File: src/rtl/swmc_pkg.sv
package swmc_pkg;
   localparam logic [2:0] OP_LOAD     = 3'd0;
   localparam logic [2:0] OP_STORE    = 3'd1;
   localparam logic [2:0] OP_PREFETCH = 3'd2;
   localparam logic [2:0] OP_INVAL    = 3'd3;
   localparam logic [2:0] OP_REFRESH  = 3'd4;

   typedef enum logic [1:0] {
      ST_IDLE = 2'd0,
      ST_WB   = 2'd1,
      ST_RD   = 2'd2,
      ST_WAIT = 2'd3
   } swmc_state_e;
endpackage

File: src/rtl/swmc_tag_store.sv
module swmc_tag_store #(
   parameter int NUM_LINES = 8,
   parameter int IDX_W     = 3,
   parameter int TAG_W     = 11
) (
   input  logic             clk,
   input  logic             rst_n,
   input  logic [IDX_W-1:0] idx,
   input  logic             wr_en,
   input  logic             wr_valid,
   input  logic             wr_dirty,
   input  logic [TAG_W-1:0] wr_tag,
   output logic             rd_valid,
   output logic             rd_dirty,
   output logic [TAG_W-1:0] rd_tag
);
   logic             valid_a [NUM_LINES];
   logic             dirty_a [NUM_LINES];
   logic [TAG_W-1:0] tag_a   [NUM_LINES];

   for (genvar l = 0; l < NUM_LINES; l++) begin : g_line
      logic             valid_q;
      logic             dirty_q;
      logic [TAG_W-1:0] tag_q;
      always_ff @(posedge clk or negedge rst_n) begin
         if (!rst_n) begin
            valid_q <= 1'b0;
            dirty_q <= 1'b0;
            tag_q   <= '0;
         end else if (wr_en && idx == IDX_W'(l)) begin
            valid_q <= wr_valid;
            dirty_q <= wr_dirty;
            tag_q   <= wr_tag;
         end
      end
      assign valid_a[l] = valid_q;
      assign dirty_a[l] = dirty_q;
      assign tag_a[l]   = tag_q;
   end

   assign rd_valid = valid_a[idx];
   assign rd_dirty = dirty_a[idx];
   assign rd_tag   = tag_a[idx];
endmodule

File: src/rtl/swmc_data_store.sv
module swmc_data_store #(
   parameter int NUM_LINES = 8,
   parameter int IDX_W     = 3,
   parameter int WORDS     = 4,
   parameter int OFF_W     = 2,
   parameter int DATA_W    = 32,
   localparam int LINE_W   = WORDS * DATA_W
) (
   input  logic              clk,
   input  logic [IDX_W-1:0]  idx,
   input  logic              line_we,
   input  logic [LINE_W-1:0] line_wdata,
   input  logic              word_we,
   input  logic [OFF_W-1:0]  word_off,
   input  logic [DATA_W-1:0] word_wdata,
   output logic [LINE_W-1:0] line_rdata
);
   logic [LINE_W-1:0] line_a [NUM_LINES];

   for (genvar l = 0; l < NUM_LINES; l++) begin : g_line
      logic [LINE_W-1:0] line_q;
      always_ff @(posedge clk) begin
         if (line_we && idx == IDX_W'(l)) begin
            line_q <= line_wdata;
         end else if (word_we && idx == IDX_W'(l)) begin
            for (int w = 0; w < WORDS; w++) begin
               if (OFF_W'(w) == word_off) line_q[w*DATA_W +: DATA_W] <= word_wdata;
            end
         end
      end
      assign line_a[l] = line_q;
   end

   assign line_rdata = line_a[idx];
endmodule

File: src/rtl/swmc_ctrl.sv
module swmc_ctrl
   import swmc_pkg::*;
#(
   parameter int ADDR_W  = 16,
   parameter int DATA_W  = 32,
   parameter int WORDS   = 4,
   parameter int IDX_W   = 3,
   localparam int OFF_W  = $clog2(WORDS),
   localparam int LA_W   = ADDR_W - OFF_W,
   localparam int TAG_W  = LA_W - IDX_W,
   localparam int LINE_W = WORDS * DATA_W
) (
   input  logic              clk,
   input  logic              rst_n,
   input  logic              core_req_valid,
   output logic              core_req_ready,
   input  logic [2:0]        core_req_op,
   input  logic [ADDR_W-1:0] core_req_addr,
   input  logic [DATA_W-1:0] core_req_wdata,
   output logic              core_rsp_valid,
   output logic [DATA_W-1:0] core_rsp_rdata,
   output logic [IDX_W-1:0]  lk_idx,
   input  logic              lk_valid,
   input  logic              lk_dirty,
   input  logic [TAG_W-1:0]  lk_tag,
   input  logic [LINE_W-1:0] line_rdata,
   output logic              tag_we,
   output logic              tag_wvalid,
   output logic              tag_wdirty,
   output logic [TAG_W-1:0]  tag_wtag,
   output logic              line_we,
   output logic [LINE_W-1:0] line_wdata,
   output logic              word_we,
   output logic [OFF_W-1:0]  word_off,
   output logic [DATA_W-1:0] word_wdata,
   output logic              mem_req_valid,
   input  logic              mem_req_ready,
   output logic              mem_req_write,
   output logic [LA_W-1:0]   mem_req_addr,
   output logic [LINE_W-1:0] mem_req_wdata,
   input  logic              mem_rsp_valid,
   input  logic [LINE_W-1:0] mem_rsp_rdata
);
   swmc_state_e       state_q, state_d;
   logic [2:0]        op_q;
   logic [ADDR_W-1:0] addr_q;
   logic [DATA_W-1:0] wdata_q;
   logic              rsp_q, rsp_d;
   logic [DATA_W-1:0] rdata_q, rdata_d;

   logic [ADDR_W-1:0] cur_addr;
   logic [2:0]        cur_op;
   logic [DATA_W-1:0] cur_wdata;
   logic [OFF_W-1:0]  cur_off;
   logic [IDX_W-1:0]  cur_idx;
   logic [TAG_W-1:0]  cur_tag;
   logic              hit;
   logic              accept;
   logic [DATA_W-1:0] hit_word;
   logic [DATA_W-1:0] fill_word;
   logic [LINE_W-1:0] fill_line;

   assign core_req_ready = (state_q == ST_IDLE);
   assign accept         = core_req_valid && core_req_ready;
   assign core_rsp_valid = rsp_q;
   assign core_rsp_rdata = rdata_q;

   always_comb begin
      cur_addr  = (state_q == ST_IDLE) ? core_req_addr  : addr_q;
      cur_op    = (state_q == ST_IDLE) ? core_req_op    : op_q;
      cur_wdata = (state_q == ST_IDLE) ? core_req_wdata : wdata_q;
      cur_off   = cur_addr[OFF_W-1:0];
      cur_idx   = cur_addr[OFF_W +: IDX_W];
      cur_tag   = cur_addr[ADDR_W-1 -: TAG_W];
      hit       = lk_valid && (lk_tag == cur_tag);
      hit_word  = '0;
      fill_word = '0;
      fill_line = mem_rsp_rdata;
      for (int w = 0; w < WORDS; w++) begin
         if (OFF_W'(w) == cur_off) begin
            hit_word  = line_rdata[w*DATA_W +: DATA_W];
            fill_word = mem_rsp_rdata[w*DATA_W +: DATA_W];
            if (cur_op == OP_STORE) fill_line[w*DATA_W +: DATA_W] = cur_wdata;
         end
      end
   end

   always_comb begin
      state_d       = state_q;
      rsp_d         = 1'b0;
      rdata_d       = rdata_q;
      lk_idx        = cur_idx;
      tag_we        = 1'b0;
      tag_wvalid    = 1'b0;
      tag_wdirty    = 1'b0;
      tag_wtag      = cur_tag;
      line_we       = 1'b0;
      line_wdata    = fill_line;
      word_we       = 1'b0;
      word_off      = cur_off;
      word_wdata    = cur_wdata;
      mem_req_valid = 1'b0;
      mem_req_write = 1'b0;
      mem_req_addr  = {cur_tag, cur_idx};
      mem_req_wdata = line_rdata;
      unique case (state_q)
         ST_IDLE: begin
            if (accept) begin
               case (cur_op)
                  OP_LOAD, OP_STORE, OP_PREFETCH: begin
                     if (hit) begin
                        rsp_d = 1'b1;
                        if (cur_op == OP_LOAD) rdata_d = hit_word;
                        if (cur_op == OP_STORE) begin
                           word_we    = 1'b1;
                           tag_we     = 1'b1;
                           tag_wvalid = 1'b1;
                           tag_wdirty = 1'b1;
                        end
                     end else begin
                        state_d = (lk_valid && lk_dirty) ? ST_WB : ST_RD;
                     end
                  end
                  OP_INVAL: begin
                     rsp_d = 1'b1;
                     if (hit) tag_we = 1'b1;
                  end
                  OP_REFRESH: begin
                     if (hit) state_d = ST_RD;
                     else     rsp_d   = 1'b1;
                  end
                  default: rsp_d = 1'b1;
               endcase
            end
         end
         ST_WB: begin
            mem_req_valid = 1'b1;
            mem_req_write = 1'b1;
            mem_req_addr  = {lk_tag, cur_idx};
            if (mem_req_ready) state_d = ST_RD;
         end
         ST_RD: begin
            mem_req_valid = 1'b1;
            if (mem_req_ready) state_d = ST_WAIT;
         end
         ST_WAIT: begin
            if (mem_rsp_valid) begin
               line_we    = 1'b1;
               tag_we     = 1'b1;
               tag_wvalid = 1'b1;
               tag_wdirty = (cur_op == OP_STORE);
               rsp_d      = 1'b1;
               if (cur_op == OP_LOAD) rdata_d = fill_word;
               state_d    = ST_IDLE;
            end
         end
         default: state_d = ST_IDLE;
      endcase
   end

   always_ff @(posedge clk or negedge rst_n) begin
      if (!rst_n) begin
         state_q <= ST_IDLE;
         op_q    <= '0;
         addr_q  <= '0;
         wdata_q <= '0;
         rsp_q   <= 1'b0;
         rdata_q <= '0;
      end else begin
         state_q <= state_d;
         rsp_q   <= rsp_d;
         rdata_q <= rdata_d;
         if (accept) begin
            op_q    <= core_req_op;
            addr_q  <= core_req_addr;
            wdata_q <= core_req_wdata;
         end
      end
   end
endmodule

File: src/rtl/swmc_cache.sv
module swmc_cache
   import swmc_pkg::*;
#(
   parameter int ADDR_W    = 16,
   parameter int DATA_W    = 32,
   parameter int WORDS     = 4,
   parameter int NUM_LINES = 8
) (
   input  logic                            clk,
   input  logic                            rst_n,
   input  logic                            core_req_valid,
   output logic                            core_req_ready,
   input  logic [2:0]                      core_req_op,
   input  logic [ADDR_W-1:0]               core_req_addr,
   input  logic [DATA_W-1:0]               core_req_wdata,
   output logic                            core_rsp_valid,
   output logic [DATA_W-1:0]               core_rsp_rdata,
   output logic                            mem_req_valid,
   input  logic                            mem_req_ready,
   output logic                            mem_req_write,
   output logic [ADDR_W-$clog2(WORDS)-1:0] mem_req_addr,
   output logic [WORDS*DATA_W-1:0]         mem_req_wdata,
   input  logic                            mem_rsp_valid,
   input  logic [WORDS*DATA_W-1:0]         mem_rsp_rdata
);
   localparam int OFF_W  = $clog2(WORDS);
   localparam int IDX_W  = $clog2(NUM_LINES);
   localparam int LA_W   = ADDR_W - OFF_W;
   localparam int TAG_W  = LA_W - IDX_W;
   localparam int LINE_W = WORDS * DATA_W;

   if (WORDS < 2 || (1 << OFF_W) != WORDS) begin : g_bad_words
      $error("WORDS must be a power of two of at least 2");
   end
   if (NUM_LINES < 2 || (1 << IDX_W) != NUM_LINES) begin : g_bad_lines
      $error("NUM_LINES must be a power of two of at least 2");
   end
   if (TAG_W < 1) begin : g_bad_addr
      $error("ADDR_W too narrow for offset and index");
   end

   logic [IDX_W-1:0]  lk_idx;
   logic              lk_valid, lk_dirty;
   logic [TAG_W-1:0]  lk_tag;
   logic [LINE_W-1:0] line_rdata;
   logic              tag_we, tag_wvalid, tag_wdirty;
   logic [TAG_W-1:0]  tag_wtag;
   logic              line_we;
   logic [LINE_W-1:0] line_wdata;
   logic              word_we;
   logic [OFF_W-1:0]  word_off;
   logic [DATA_W-1:0] word_wdata;

   swmc_tag_store #(.NUM_LINES(NUM_LINES), .IDX_W(IDX_W), .TAG_W(TAG_W)) u_tags (
      .clk      (clk),
      .rst_n    (rst_n),
      .idx      (lk_idx),
      .wr_en    (tag_we),
      .wr_valid (tag_wvalid),
      .wr_dirty (tag_wdirty),
      .wr_tag   (tag_wtag),
      .rd_valid (lk_valid),
      .rd_dirty (lk_dirty),
      .rd_tag   (lk_tag)
   );

   swmc_data_store #(.NUM_LINES(NUM_LINES), .IDX_W(IDX_W), .WORDS(WORDS),
                     .OFF_W(OFF_W), .DATA_W(DATA_W)) u_data (
      .clk        (clk),
      .idx        (lk_idx),
      .line_we    (line_we),
      .line_wdata (line_wdata),
      .word_we    (word_we),
      .word_off   (word_off),
      .word_wdata (word_wdata),
      .line_rdata (line_rdata)
   );

   swmc_ctrl #(.ADDR_W(ADDR_W), .DATA_W(DATA_W), .WORDS(WORDS), .IDX_W(IDX_W)) u_ctrl (
      .clk            (clk),
      .rst_n          (rst_n),
      .core_req_valid (core_req_valid),
      .core_req_ready (core_req_ready),
      .core_req_op    (core_req_op),
      .core_req_addr  (core_req_addr),
      .core_req_wdata (core_req_wdata),
      .core_rsp_valid (core_rsp_valid),
      .core_rsp_rdata (core_rsp_rdata),
      .lk_idx         (lk_idx),
      .lk_valid       (lk_valid),
      .lk_dirty       (lk_dirty),
      .lk_tag         (lk_tag),
      .line_rdata     (line_rdata),
      .tag_we         (tag_we),
      .tag_wvalid     (tag_wvalid),
      .tag_wdirty     (tag_wdirty),
      .tag_wtag       (tag_wtag),
      .line_we        (line_we),
      .line_wdata     (line_wdata),
      .word_we        (word_we),
      .word_off       (word_off),
      .word_wdata     (word_wdata),
      .mem_req_valid  (mem_req_valid),
      .mem_req_ready  (mem_req_ready),
      .mem_req_write  (mem_req_write),
      .mem_req_addr   (mem_req_addr),
      .mem_req_wdata  (mem_req_wdata),
      .mem_rsp_valid  (mem_rsp_valid),
      .mem_rsp_rdata  (mem_rsp_rdata)
   );
endmodule

File: config.mk
export PLATFORM = sky130hd
export DESIGN_NAME = swmc_cache
export DESIGN_NICKNAME = d
export VERILOG_FILES = /design/src/rtl/swmc_pkg.sv /design/src/rtl/swmc_tag_store.sv /design/src/rtl/swmc_data_store.sv /design/src/rtl/swmc_ctrl.sv /design/src/rtl/swmc_cache.sv
export SDC_FILE = /design/constraint.sdc
export NUM_CORES = 2
export LEC_CHECK = 0
export BUFFER_PORTS_ARGS = -buffer_cell sky130_fd_sc_hd__buf_4
export CAP_MARGIN = 5
export CORE_MARGIN = 5
export CORE_UTILIZATION = 50
export CTS_CLUSTER_SIZE = 14
export DETAILED_ROUTE_END_ITERATION = 8
export PLACE_DENSITY = 0.68
export RECOVER_POWER = 100
export SETUP_SLACK_MARGIN = 0.1
export SLEW_MARGIN = 0
export SYNTH_ARGS = -nofsm -noshare
export SYNTH_HDL_FRONTEND = slang
export SYNTH_SLANG_ARGS = --single-unit
File: constraint.sdc
create_clock -name clk -period 14.5 [get_ports clk]
set_input_delay 2.9 -clock clk [delete_from_list [all_inputs] [get_ports clk]]
set_output_delay 2.9 -clock clk [all_outputs]
set_load 0.01 [all_outputs]
==> run summary <==
Worst Max-Slew Pin Slew: 5.95 ns
max-slew violation count: 2,358
Max H-tree Level: 4
initial antenna violation count: 31
clock sink total: 1,214
RSZ-0062 raised after global routing: no
largest net degree at the start of global routing: 140
synthesized area: 0.0614 mm²
prevailing post-synth register cell: edfxtp_1
Clock Path Buffers: 3
Tmin final: 11.42 ns
worst r2r src: u_ctrl.state_q[0]
full die area: 0.130 mm²
sequential power share: 30.4%
final number of setup-violating endpoints: 0
synthesis-stage register bit count: 1,214
cts bufs inserted: 132
Area Overhead vs Synth: 11.1%
Switching Share: 42.6%
CP top delay family: buffers and inverters
# hold bufs at CTS: 0
filler instances: 10,368
# rows: 128
area share of the largest cell type after synthesis: 50.1%
Initial Utilization: 50.4%
CTS tree: yes
Post-Syn Instances: 5,606
hold path start: u_tags.g_line[0].tag_q[4]
Buffers on Ports: 361
final net count: 5,780
Synth Warn #: 0
Pint: 9.51 mW
routed vias: 48,317
Max stage delay on crit path: 2.39 ns
Pwr Total: 16.6 mW
first-pass GRT wire length: 321,000 µm
post-synthesis sequential area ratio: 57.8%
Die Wd: 360 µm
GR Overflow Total: 0
initial drt markers: 8,045
vias in the first global route: 45,855
CP endpoint kind: register
drt pass-1 iters: 9
critical-path cell list: inv_1 -> ha_4 -> clkbuf_1 -> mux2i_1 -> inv_8 -> buf_12 -> mux2i_1 -> a221oi_1 -> nor3_1 -> nand2b_1 -> nor4_1 -> nand4_1 -> o31a_1 -> nor2_4 -> clkbuf_1
Final Hold Viols: 0
Hold Path End: u_tags.g_line[0].tag_q[4]
Peak VDD IR: 0.167 mV
hpwl dp: 135,000 µm
PwrDens: 243 mW/mm²
leakage power summed over all cells: 24.8 nW
worst hold path depth: 1
startpoint types: register
Post-synth ARST share: 15.7%
Syn Area/Cell: 11.0 µm²
clk root buf: clkbuf_16
Placer Congestion: 0.882
synth top area cells: edfxtp_1, a21oi_1, mux4_2, dfrtp_1, nor2_1
RR Endpoint: u_data.g_line[3].line_q[84]
Post-Route Setup TNS: 0 ns
reg2reg setup slack: 3.08 ns
peak fanout along the critical path: 139
max capacitance violation total: 53
failing checks: design-rule violations, max-capacitance violations, max-slew violations
HP Class: register to register
remaining antenna violation count after routing: 0
Final period util: 78.8%
Clk Latency, worst-skew pair: 0.76 ns
Vias/cell: 6.58
Worst slew margin: -297%
drt wl/cell: 30.7 µm
post_cts resized: 0
All-Layer GR Usage: 33.6%
kind of critical path: register to register
Buf/Inv on CP: 5
die height: 360 µm
EDFF count, synth: 1,024
routed wire length: 225,000 µm
core area: 0.122 mm²
Multi-input gate area: 0.0236 mm²
Critical Path AT: 11.72 ns
FF-to-FF path depth: 15
syn_nets: 5,795
share of layout cells above drive strength 1: 15.7%
Reg clk slew, reported paths: 0.06 ns
fraction of power consumed by combinational cells: 49.3%
DRC: 1
Reg area: 0.0355 mm²
CP max stage cell: clkbuf_1
Yosys cell types: 88
I/O pins: 362
Post-CTS Setup Bufs: 0
outcome: finished with violations
clock power share: 20.4%
post-synth top area cell: edfxtp_1
f_max: 87.6 MHz
Psw: 7.06 mW
Crit path required time: 14.80 ns
Final Skew: 0.0271 ns
## logic make-up after synthesis
kind of cell / count (synthesis) / share of synthesized area, %
buffers and inverters: 633 / 4.12
flip-flops: 1214 / 57.8
XOR/XNOR: 4 / 0.0571
AND/OR/NAND/NOR: 1893 / 12.5
multiplexers: 497 / 13.4
AO/OA/AOI/OAI: 1360 / 12.0
adder cells (fa/ha/maj): 5 / 0.102
## cells in the final DEF, fill, tap and decap left out, types with 17 or more instances in the layout
| master | instances |
|---|---|
| buf_4 | 255 |
| nand2_1 | 519 |
| nor2_1 | 1137 |
| dfrtp_1 | 190 |
| clkinv_1 | 30 |
| mux2_1 | 60 |
| o21ai_0 | 90 |
| diode_2 | 22 |
| mux2i_4 | 30 |
| a21oi_1 | 1106 |
| nand3_1 | 106 |
| edfxtp_1 | 1024 |
| mux2i_1 | 21 |
| nor3_1 | 36 |
| mux4_2 | 222 |
| a31oi_1 | 17 |
| mux2_2 | 157 |
| clkbuf_1 | 228 |
| clkbuf_16 | 137 |
| a221oi_1 | 34 |
## layer usage
layer  part of all wire, %  GRT usage [%]  wire, µm  up-vias
li1                      -              -         -    20236
met1                    35           44.5     79300    23462
met2                    44           50.1     99900     3924
met3                    15           10.6     33000      673
met4                   5.6           17.7     12700       22
met5                 0.073              0       164        -
## final cells by class
class / instances / share of cell area, %
clock inverter: 75 / 0.968
inverter: 19 / 0.127
multi-input combinational: 3759 / 34.5
sequential: 1214 / 52.0
antenna: 22 / 0.0807
timing repair buffer: 465 / 4.03
clock buffer: 163 / 5.24
tap: 1625 / 2.98
## power by group through the flow
stage               Clock, mW  Sequential [mW]  Combinational (mW)
detailed placement          0             5.08                8.41
floorplan                   0             5.02                5.09
global placement            0             5.07                8.27
finish                   3.38             5.03                8.17
CTS                      3.38             5.02                8.43
global route             3.52             5.06                8.61
## worst max path at each step
stage,to,depth (start not counted),from
after global routing,u_data.g_line[3].line_q[76],15,u_ctrl.state_q[0]
after floorplan,mem_req_wdata[42],11,core_req_addr[3]
final,u_data.g_line[3].line_q[84],15,u_ctrl.state_q[0]
after detailed placement,mem_req_wdata[93],10,core_req_addr[2]
after global placement,u_data.g_line[7].line_q[63],14,core_req_addr[2]
after CTS,mem_req_wdata[93],10,core_req_addr[2]
## cells in the mapped netlist (5+ instances only)
master	count
and2_1	5
o21ai_0	89
buf_6	11
a31oi_1	17
o22ai_1	5
buf_1	46
ha_1	5
mux2_4	55
nor2_1	1145
a311oi_1	9
clkbuf_1	516
and3_1	16
a2bb2oi_1	10
nand3_1	103
mux2_2	159
a21o_1	11
o31a_1	5
buf_4	8
mux4_2	222
o21ai_1	5
mux2i_1	55
nand2_1	527
nor3b_1	8
nand3_4	6
a21oi_1	1106
buf_2	33
inv_1	16
nor2b_1	5
nor3_1	35
dfrtp_1	190
or3_1	7
edfxtp_1	1024
nand2b_1	6
a221oi_1	34
a222oi_1	15
## worst reg2reg max path: stages (launching register included)
cell and delay (ns):
dfrtp_1 0.41, inv_1 0.18, ha_4 0.64, clkbuf_1 2.44
mux2i_1 0.72, inv_8 0.65, buf_12 0.59, mux2i_1 0.30
a221oi_1 0.46, nor3_1 0.10, nand2b_1 0.18, nor4_1 0.68
nand4_1 0.62, o31a_1 0.61, nor2_4 0.15, clkbuf_1 2.22
## through the flow
stage / util, % / worst slack [ns] / instances / hold slack, ns / area [µm²]
final: 56.0 / 3.08 / 7342 / 0.490 / 68200
after global routing: 56.0 / 2.66 / 7330 / 0.502 / 68200
after CTS: 57.1 / 5.32 / 7320 / 0.495 / 69600
after detailed placement: 53.7 / 5.32 / 7082 / 0.481 / 65400
after global placement: 53.7 / 5.35 / 7082 / 0.468 / 65400
after floorplan: - / 6.44 / 5606 / 0.459 / 61400
## sequential cells by signal, indices dropped and copies added (netlist names)
signal / flops
u_tags.g_line.valid_q: 8
u_tags.g_line.tag_q: 88
u_ctrl.state_q: 2
u_ctrl.addr_q: 16
u_ctrl.core_rsp_rdata: 32
u_ctrl.wdata_q: 32
u_ctrl.op_q: 3
u_tags.g_line.dirty_q: 8
u_data.g_line.line_q: 1024
u_ctrl.core_rsp_valid: 1
No activity file was read; power rests on OpenSTA's default activity.
